`config.mk`:
```
export PLATFORM = sky130hd
export DESIGN_NAME = mch_repeater
export DESIGN_NICKNAME = d
export VERILOG_FILES = /design/src/rtl/mrep_pkg.sv /design/src/rtl/mrep_sampler.sv /design/src/rtl/mrep_decoder.sv /design/src/rtl/mrep_line_out.sv /design/src/rtl/mrep_link_gate.sv /design/src/rtl/mch_repeater.sv
export SDC_FILE = /design/constraint.sdc
export NUM_CORES = 1
export LEC_CHECK = 0
export BUFFER_PORTS_ARGS = -buffer_cell sky130_fd_sc_hd__buf_2
export CORE_ASPECT_RATIO = 1.25
export CORE_MARGIN = 2
export CORE_UTILIZATION = 59
export CTS_BUF_LIST = sky130_fd_sc_hd__clkbuf_8
export CTS_CLUSTER_DIAMETER = 80
export DETAILED_ROUTE_END_ITERATION = 16
export PLACE_DENSITY = 0.78
export SETUP_SLACK_MARGIN = 0.4
export SLEW_MARGIN = 20
export SYNTH_ARGS = -nofsm -noshare
export SYNTH_HDL_FRONTEND = slang
export SYNTH_HIERARCHICAL = 1
export SYNTH_SLANG_ARGS = --single-unit
```
`constraint.sdc`:
```
create_clock -name clk -period 4.4 [get_ports clk]
set_input_delay 0.88 -clock clk [delete_from_list [all_inputs] [get_ports clk]]
set_output_delay 0.88 -clock clk [all_outputs]
set_load 0.005 [all_outputs]
```
`src/rtl/mrep_pkg.sv`:
```
// Shared types and helpers for the Manchester repeater.
// Assumes: nothing beyond IEEE 1800-2017.
package mrep_pkg;

    // Decoder phases: look for a sync start, confirm its second half, decode cells.
    typedef enum logic [1:0] {
        ST_HUNT  = 2'd0,
        ST_SYNC2 = 2'd1,
        ST_DATA  = 2'd2
    } dec_state_t;

    // True when val lies within +/- tol of centre.
    function automatic logic in_window(input int val, input int centre, input int tol);
        return (val >= centre - tol) && (val <= centre + tol);
    endfunction

endpackage

```
`src/rtl/mrep_sampler.sv`:
```
// Input capture and run-length measurement.
// Registers the line input once, flags a level change and counts how many
// samples the previous level lasted (saturating).
// Assumes: line_in is synchronous to clk.
module mrep_sampler #(
    parameter int OVS = 16,
    parameter int RLW = $clog2(4 * OVS) + 1
) (
    input  logic           clk,
    input  logic           rst_n,
    input  logic           line_in,
    output logic           smp,
    output logic           edge_seen,
    output logic [RLW-1:0] run_len
);
    localparam logic [RLW-1:0] RUN_MAX = '1;
    localparam logic [RLW-1:0] RUN_ONE = RLW'(1);

    logic cur_q, old_q;
    logic [RLW-1:0] run_q;

    // Capture the line, keep the previous sample, count samples since the last change.
    always_ff @(posedge clk) begin
        if (!rst_n) begin
            cur_q <= 1'b0;
            old_q <= 1'b0;
            run_q <= '0;
        end else begin
            cur_q <= line_in;
            old_q <= cur_q;
            if (cur_q != old_q)
                run_q <= RUN_ONE;
            else if (run_q != RUN_MAX)
                run_q <= run_q + 1'b1;
        end
    end

    assign smp       = cur_q;
    assign edge_seen = cur_q ^ old_q;
    assign run_len   = run_q;

endmodule

```
`src/rtl/mrep_decoder.sv`:
```
// Sync detection and Manchester cell decoding with a free-running bit phase.
// HUNT looks for a 1.5-bit run followed by an edge; SYNC2 checks that the
// second half stays quiet long enough and places the first cell 1.5 bits after
// the sync's middle edge; DATA samples each half-cell at its quarter points and
// realigns the phase on mid-cell edges.
// Assumes: OVS is a power of two, at least 16.
module mrep_decoder
    import mrep_pkg::*;
#(
    parameter int OVS = 16,
    parameter int RLW = $clog2(4 * OVS) + 1
) (
    input  logic           clk,
    input  logic           rst_n,
    input  logic           smp,
    input  logic           edge_seen,
    input  logic [RLW-1:0] run_len,
    output logic           dec_data,
    output logic           dec_clk,
    output logic           dec_ok,
    output logic           clk2x_raw,
    output logic           sync_done,
    output logic           sync_kind,
    output logic           pair_ok,
    output logic           first_bit
);
    localparam int CW       = $clog2(OVS);
    localparam int H        = OVS / 2;
    localparam int Q        = OVS / 4;
    localparam int TOL      = OVS / 8;
    localparam int SYNC_LEN = 3 * H;
    localparam int SCW      = $clog2(SYNC_LEN + 1);

    localparam logic [CW-1:0]  PH_Q1    = CW'(Q);
    localparam logic [CW-1:0]  PH_Q3    = CW'(H + Q);
    localparam logic [CW-1:0]  PH_LAST  = CW'(OVS - 1);
    localparam logic [CW-1:0]  PH_HALF  = CW'(H);
    localparam logic [CW-1:0]  PH_MIDP  = CW'(H + 1);
    localparam logic [SCW-1:0] CNT_END  = SCW'(SYNC_LEN - 1);
    localparam logic [SCW-1:0] CNT_MIN  = SCW'(SYNC_LEN - TOL);
    localparam logic [SCW-1:0] CNT_ONE  = SCW'(1);

    dec_state_t     state;
    logic [CW-1:0]  ph;
    logic [SCW-1:0] cnt;
    logic           lvl_q;
    logic           half_a, half_b;
    logic [1:0]     bcnt;
    logic           rbit_q;
    logic           data_q, ok_q, dclk_q;
    logic           done_q, pair_q;

    logic sync_run, mid_win, cell_end, cell_good;

    // Classify the measured run, the phase window and the cell result.
    always_comb begin
        sync_run  = in_window(int'(run_len), SYNC_LEN, TOL);
        mid_win   = in_window(int'(ph), H, TOL);
        cell_end  = (state == ST_DATA) && (ph == PH_LAST);
        cell_good = half_a != half_b;
    end

    // Sequence hunt, sync confirmation and cell decoding.
    always_ff @(posedge clk) begin
        if (!rst_n) begin
            state  <= ST_HUNT;
            ph     <= '0;
            cnt    <= '0;
            lvl_q  <= 1'b0;
            half_a <= 1'b0;
            half_b <= 1'b0;
            bcnt   <= 2'd0;
            rbit_q <= 1'b0;
            data_q <= 1'b0;
            ok_q   <= 1'b0;
            done_q <= 1'b0;
            pair_q <= 1'b0;
        end else begin
            ph     <= ph + 1'b1;
            done_q <= 1'b0;
            pair_q <= 1'b0;
            case (state)
                ST_HUNT: begin
                    if (edge_seen && sync_run) begin
                        state <= ST_SYNC2;
                        lvl_q <= ~smp;
                        cnt   <= CNT_ONE;
                    end
                end
                ST_SYNC2: begin
                    if (edge_seen && (cnt < CNT_MIN)) begin
                        state <= ST_HUNT;
                    end else if (cnt == CNT_END) begin
                        state  <= ST_DATA;
                        ph     <= '0;
                        bcnt   <= 2'd0;
                        done_q <= 1'b1;
                    end else begin
                        cnt <= cnt + 1'b1;
                    end
                end
                ST_DATA: begin
                    if (edge_seen && mid_win)
                        ph <= PH_MIDP;
                    if (ph == PH_Q1)
                        half_a <= smp;
                    if (ph == PH_Q3)
                        half_b <= smp;
                    if (cell_end) begin
                        if (cell_good) begin
                            data_q <= half_a;
                            if (bcnt == 2'd0)
                                rbit_q <= half_a;
                            if (bcnt == 2'd1) begin
                                ok_q   <= 1'b1;
                                pair_q <= 1'b1;
                            end
                            if (bcnt != 2'd2)
                                bcnt <= bcnt + 1'b1;
                        end else begin
                            ok_q  <= 1'b0;
                            state <= ST_HUNT;
                        end
                    end
                end
                default: state <= ST_HUNT;
            endcase
        end
    end

    // 1X decode clock: high over the first half of each phase cycle.
    always_ff @(posedge clk) begin
        if (!rst_n)
            dclk_q <= 1'b0;
        else
            dclk_q <= (ph < PH_HALF);
    end

    assign dec_data  = data_q;
    assign dec_ok    = ok_q;
    assign dec_clk   = dclk_q;
    assign clk2x_raw = ~ph[CW-2];
    assign sync_done = done_q;
    assign sync_kind = lvl_q;
    assign pair_ok   = pair_q;
    assign first_bit = rbit_q;

    AST_SYNC_AFTER_CONFIRM: assert property (@(posedge clk) disable iff (!rst_n)
        sync_done |-> $past(state == ST_SYNC2));
    AST_OK_NEEDS_PAIR: assert property (@(posedge clk) disable iff (!rst_n)
        $rose(dec_ok) |-> $past(state == ST_DATA) && pair_ok);
    AST_BAD_CELL_DROPS: assert property (@(posedge clk) disable iff (!rst_n)
        (cell_end && !cell_good) |=> !dec_ok && state == ST_HUNT);

endmodule

```
`src/rtl/mrep_line_out.sv`:
```
// Repeated line outputs and recovered 2X clock.
// Delays the captured input by a chain of OVS/2-1 stages plus an output
// register, and forces the outputs idle while hold is high.
// Assumes: smp is the once-registered line sample.
module mrep_line_out #(
    parameter int OVS = 16
) (
    input  logic clk,
    input  logic rst_n,
    input  logic hold,
    input  logic smp,
    input  logic clk2x_raw,
    output logic rep_pos,
    output logic rep_neg,
    output logic clk2x_out
);
    localparam int DLY = OVS / 2 - 1;

    logic tap [DLY];

    for (genvar i = 0; i < DLY; i++) begin : g_stage
        if (i == 0) begin : g_head
            // First delay stage takes the captured line sample.
            always_ff @(posedge clk) begin
                if (!rst_n) tap[0] <= 1'b0;
                else        tap[0] <= smp;
            end
        end else begin : g_body
            // Later delay stages shift the previous stage.
            always_ff @(posedge clk) begin
                if (!rst_n) tap[i] <= 1'b0;
                else        tap[i] <= tap[i-1];
            end
        end
    end

    // Output register: idle-high pair and quiet clock under hold, else repeat.
    always_ff @(posedge clk) begin
        if (!rst_n || hold) begin
            rep_pos   <= 1'b1;
            rep_neg   <= 1'b1;
            clk2x_out <= 1'b0;
        end else begin
            rep_pos   <= tap[DLY-1];
            rep_neg   <= ~tap[DLY-1];
            clk2x_out <= clk2x_raw;
        end
    end

    AST_HOLD_IDLE: assert property (@(posedge clk) disable iff (!rst_n)
        hold |=> rep_pos && rep_neg && !clk2x_out);
    AST_PAIR_COMPLEMENT: assert property (@(posedge clk) disable iff (!rst_n)
        !hold |=> rep_neg == !rep_pos);

endmodule

```
`src/rtl/mrep_link_gate.sv`:
```
// Sync-type flag and sync-gated serial reset.
// The serial reset falls with the block reset and is released only by a
// confirmed bit pair whose first bit is zero.
// Assumes: sync_done and pair_ok are single-cycle pulses.
module mrep_link_gate (
    input  logic clk,
    input  logic rst_n,
    input  logic sync_done,
    input  logic sync_kind,
    input  logic pair_ok,
    input  logic first_bit,
    output logic link_rst_n,
    output logic sync_is_cmd
);
    // Record the last sync type and latch the serial reset release.
    always_ff @(posedge clk) begin
        if (!rst_n) begin
            link_rst_n  <= 1'b0;
            sync_is_cmd <= 1'b0;
        end else begin
            if (sync_done)
                sync_is_cmd <= sync_kind;
            if (pair_ok && !first_bit)
                link_rst_n <= 1'b1;
        end
    end

    AST_KIND_HOLDS: assert property (@(posedge clk) disable iff (!rst_n)
        !sync_done |=> $stable(sync_is_cmd));
    AST_RELEASE_SOURCE: assert property (@(posedge clk) disable iff (!rst_n)
        $rose(link_rst_n) |-> $past(pair_ok) && !$past(first_bit));
    AST_RELEASE_STICKY: assert property (@(posedge clk) disable iff (!rst_n)
        link_rst_n |=> link_rst_n);
    AST_ONE_BIT_KEEPS_LOW: assert property (@(posedge clk) disable iff (!rst_n)
        (pair_ok && first_bit && !link_rst_n) |=> !link_rst_n);

endmodule

```
`src/rtl/mch_repeater.sv`:
```
// Manchester line repeater with sync-gated serial reset (top level).
// Connects input capture, decoder, line output stage and reset gate.
// Assumes: one clock at OVS x bit rate; OVS a power of two, at least 16.
module mch_repeater #(
    parameter int OVS = 16
) (
    input  logic clk,
    input  logic rst_n,
    input  logic send_hold,
    input  logic line_in,
    output logic rep_pos,
    output logic rep_neg,
    output logic clk2x_out,
    output logic sync_is_cmd,
    output logic link_rst_n,
    output logic dec_data,
    output logic dec_clk,
    output logic dec_ok
);
    localparam int RLW = $clog2(4 * OVS) + 1;

    logic           smp, edge_seen;
    logic [RLW-1:0] run_len;
    logic           clk2x_raw, sync_done, sync_kind, pair_ok, first_bit;

    mrep_sampler #(.OVS(OVS), .RLW(RLW)) u_smp (
        .clk(clk), .rst_n(rst_n), .line_in(line_in),
        .smp(smp), .edge_seen(edge_seen), .run_len(run_len)
    );

    mrep_decoder #(.OVS(OVS), .RLW(RLW)) u_dec (
        .clk(clk), .rst_n(rst_n), .smp(smp), .edge_seen(edge_seen), .run_len(run_len),
        .dec_data(dec_data), .dec_clk(dec_clk), .dec_ok(dec_ok), .clk2x_raw(clk2x_raw),
        .sync_done(sync_done), .sync_kind(sync_kind), .pair_ok(pair_ok), .first_bit(first_bit)
    );

    mrep_line_out #(.OVS(OVS)) u_out (
        .clk(clk), .rst_n(rst_n), .hold(send_hold), .smp(smp), .clk2x_raw(clk2x_raw),
        .rep_pos(rep_pos), .rep_neg(rep_neg), .clk2x_out(clk2x_out)
    );

    mrep_link_gate u_gate (
        .clk(clk), .rst_n(rst_n), .sync_done(sync_done), .sync_kind(sync_kind),
        .pair_ok(pair_ok), .first_bit(first_bit),
        .link_rst_n(link_rst_n), .sync_is_cmd(sync_is_cmd)
    );

endmodule

```
==> flow_metrics.env <==
export IMPL_finClkSkew_ns=0.00485
export IMPL_syn_inst=226
export IMPL_yosysTopAreaCellShare_pct=42.4
export IMPL_avgSynthCellArea_sq_um=8.98
export IMPL_synth_net_count=241
export IMPL_root_buffer="clkbuf_8"
export IMPL_peakVddDrop_mv=0.291
export IMPL_avgViaCountPerCell=5.77
export IMPL_max_freq_ghz=0.481
export IMPL_hold_path_class="reg2reg"
export IMPL_wl_met2_mm=1.69
export IMPL_top_layer_used="met4"
export IMPL_die_w_um=56.5
export IMPL_synth_edf_count=0
export IMPL_firstDrtPassIters=4
export IMPL_ys_seq_elements=43
export IMPL_clk_latency_ns=0.29
export IMPL_crit_path_max_fanout=34
export IMPL_gp_congestion=0.812
export IMPL_outcome="finished clean"
export IMPL_drt_iter0_markers=78
export IMPL_nets=251
export IMPL_routed_wirelength_mm=3.63
export IMPL_cp_start_kind="input port"
export IMPL_critPathCaptureType="register"
export IMPL_internal_power_uw=523
export IMPL_die_y_um=69.6
export IMPL_routed_wl_met3_um=139
export IMPL_seq_power_share_pct=58.1
export IMPL_cts_max_path_buffers=2
export IMPL_grt_ovfl_total=0
export IMPL_cap_violations=0
export IMPL_yosys_area_top_type="dfxtp_1"
export IMPL_setup_viol=0
export IMPL_synth_async_reset_ratio_pct=0
export IMPL_leakage_uw=0.000877
export IMPL_grt_pass1_wl_mm=6.31
export IMPL_start_util_pct=62.4
export IMPL_layout_commonest_cell="dfxtp_1"
export IMPL_io_pins=12
export IMPL_grt_max_degree=35
export IMPL_post_cts_resized=0
export IMPL_synth_cell_types=54
export IMPL_power_uw=695
export IMPL_drtAntennaViolNets=0
export IMPL_antenna_found_initial=0
export IMPL_wl_met1_mm=1.72
export IMPL_final_cell_mix="43 x dfxtp_1, 23 x nand2_1, 16 x inv_1, 14 x nand3_1, 13 x nor2_1"
export IMPL_portBuffers=11
export IMPL_place_area_sq_um=2100
export IMPL_ys_top_cells_by_area="dfxtp_1 42%, ha_1 6.8%, nand2_1 4.3%"
export IMPL_switching_share_pct=24.7
export IMPL_cts_hold_buf=0
export IMPL_powerDensity_nw_per_um2=318
export IMPL_wl_per_cell_um=13.3
export IMPL_whs_path_depth=1
export IMPL_tightest_slew_ns=0.505
export IMPL_die_area_sq_um=3930
export IMPL_rows=23
export IMPL_rsz0062_at_grt="no"
export IMPL_drc=0
export IMPL_cts_sinks=43
export IMPL_finalSetupTns_ns=0
export IMPL_worstSetupPathType="in2reg"
export IMPL_p_clk_share_pct=37.1
export IMPL_period_needed_ns=2.08
export IMPL_cts_max_level=2
export IMPL_n_antenna_cell=0
export IMPL_stdcell_area_sq_um=2190
export IMPL_switchingPower_uw=172
export IMPL_critPathRequiredTime_ns=4.62
export IMPL_syn_cell_area_sq_um=2030
export IMPL_path_clk_slew_ns=0.09
export IMPL_yosysSeqAreaShare_pct=42.4
export IMPL_core_area_sq_um=3250
export IMPL_synth_warnings=6
export IMPL_cts_tree="built"
export IMPL_post_cts_setup_buffers=0
export IMPL_synth_ff_type="dfxtp_1"
export IMPL_cts_buffers=5
export IMPL_finalHoldViolations=0
export IMPL_grt_use_total_pct=19.9
export IMPL_syn2layout_area_growth_pct=7.83
export IMPL_maxSlewHeadroom_pct=66.3
export IMPL_final_layout_size_suffix_gt1_share_pct=15.6
export IMPL_combPwrFrac_pct=4.8
export IMPL_worstPathArrival_ns=2.30
export IMPL_dp_hpwl_mm=2.56
export IMPL_fin_crit_sh_pct=47.3
export IMPL_vias=1582
export IMPL_slew_violations=0
export IMPL_rr_worst_depth=7
export IMPL_grt_pass1_vias=1432
==> layout make-up <==
class / count / area, sq um
well taps: 37 / 46.3
clock inverters: 3 / 23.8
multi-input cells: 159 / 1070
flip-flops and latches: 43 / 861
clock buffers: 5 / 68.8
fillers: 259 / 1060
repair buffers: 11 / 55.1
inverters: 16 / 60.1
==> worst paths after layout <==
kind	startpoint	to	slack (ns)
max	rst_n	u_dec/cnt[2]	2.32
min	u_out/tap[1][2]	u_out/rep_neg	0.41
max reg2reg	u_smp/smp	u_dec/cnt[4]	2.47
min reg2reg	u_out/tap[1][2]	u_out/rep_neg	0.41
==> layer usage <==
layer  vias up  global-route usage (%)
met5         -                       0
met4         0                    8.20
met3         8                    4.66
met2        36                    31.9
met1       730                    25.4
li1        808                       -
==> state kept, by name (all words and copies together), names as in the netlist, 2 cells and up <==
signal,cells
u_dec/ph,4
u_dec/cnt,5
u_dec/state,2
u_smp/run_len,7
u_dec/bcnt,2
u_out/tap,7
==> through the flow <==
step	cells	setup WS [ns]	hold WS, ns	utilization [%]
after global placement	266	2.04	0.390	64.4
after floorplan	226	2.60	0.379	-
final	274	2.32	0.414	67.3
after global routing	274	2.20	0.435	67.3
after detailed placement	266	1.98	0.397	64.4
after CTS	274	2.32	0.418	67.3
==> critical path, cell delays in order <==
cell and delay, ns:
buf_2 0.41, inv_1 0.33, or4_1 0.54, o22ai_1 0.13
==> Yosys cell counts (all sizes together) (3+ instances only) <==
cell	number
a21boi	3
a21oi	8
a31oi	4
and2	11
buf	4
clkbuf	4
dfxtp	43
ha	11
inv	16
mux2i	6
nand2	23
nand3	14
nor2	14
nor2b	4
nor3	4
o21ai	14
or3	3
xnor2	3
xor2	3
==> power by group through the flow <==
stage,clock network [uW],logic (uW),registers [uW]
final,258,33.4,404
after global routing,284,38.8,406
after CTS,269,33.9,404
after detailed placement,0,33.3,414
after global placement,0,33.0,413
after floorplan,0,25.1,411
==> cells by family after synthesis <==
logic type,Yosys count,synth area share (%)
buffers and inverters,24,4.69
AO/OA/AOI/OAI,46,16.0
multiplexers,6,2.96
XOR/XNOR,6,2.59
flip-flops,43,42.4
AND/OR/NAND/NOR,90,24.6
adder cells (fa/ha/maj),11,6.78
No activity file was read; power rests on OpenSTA's default activity.
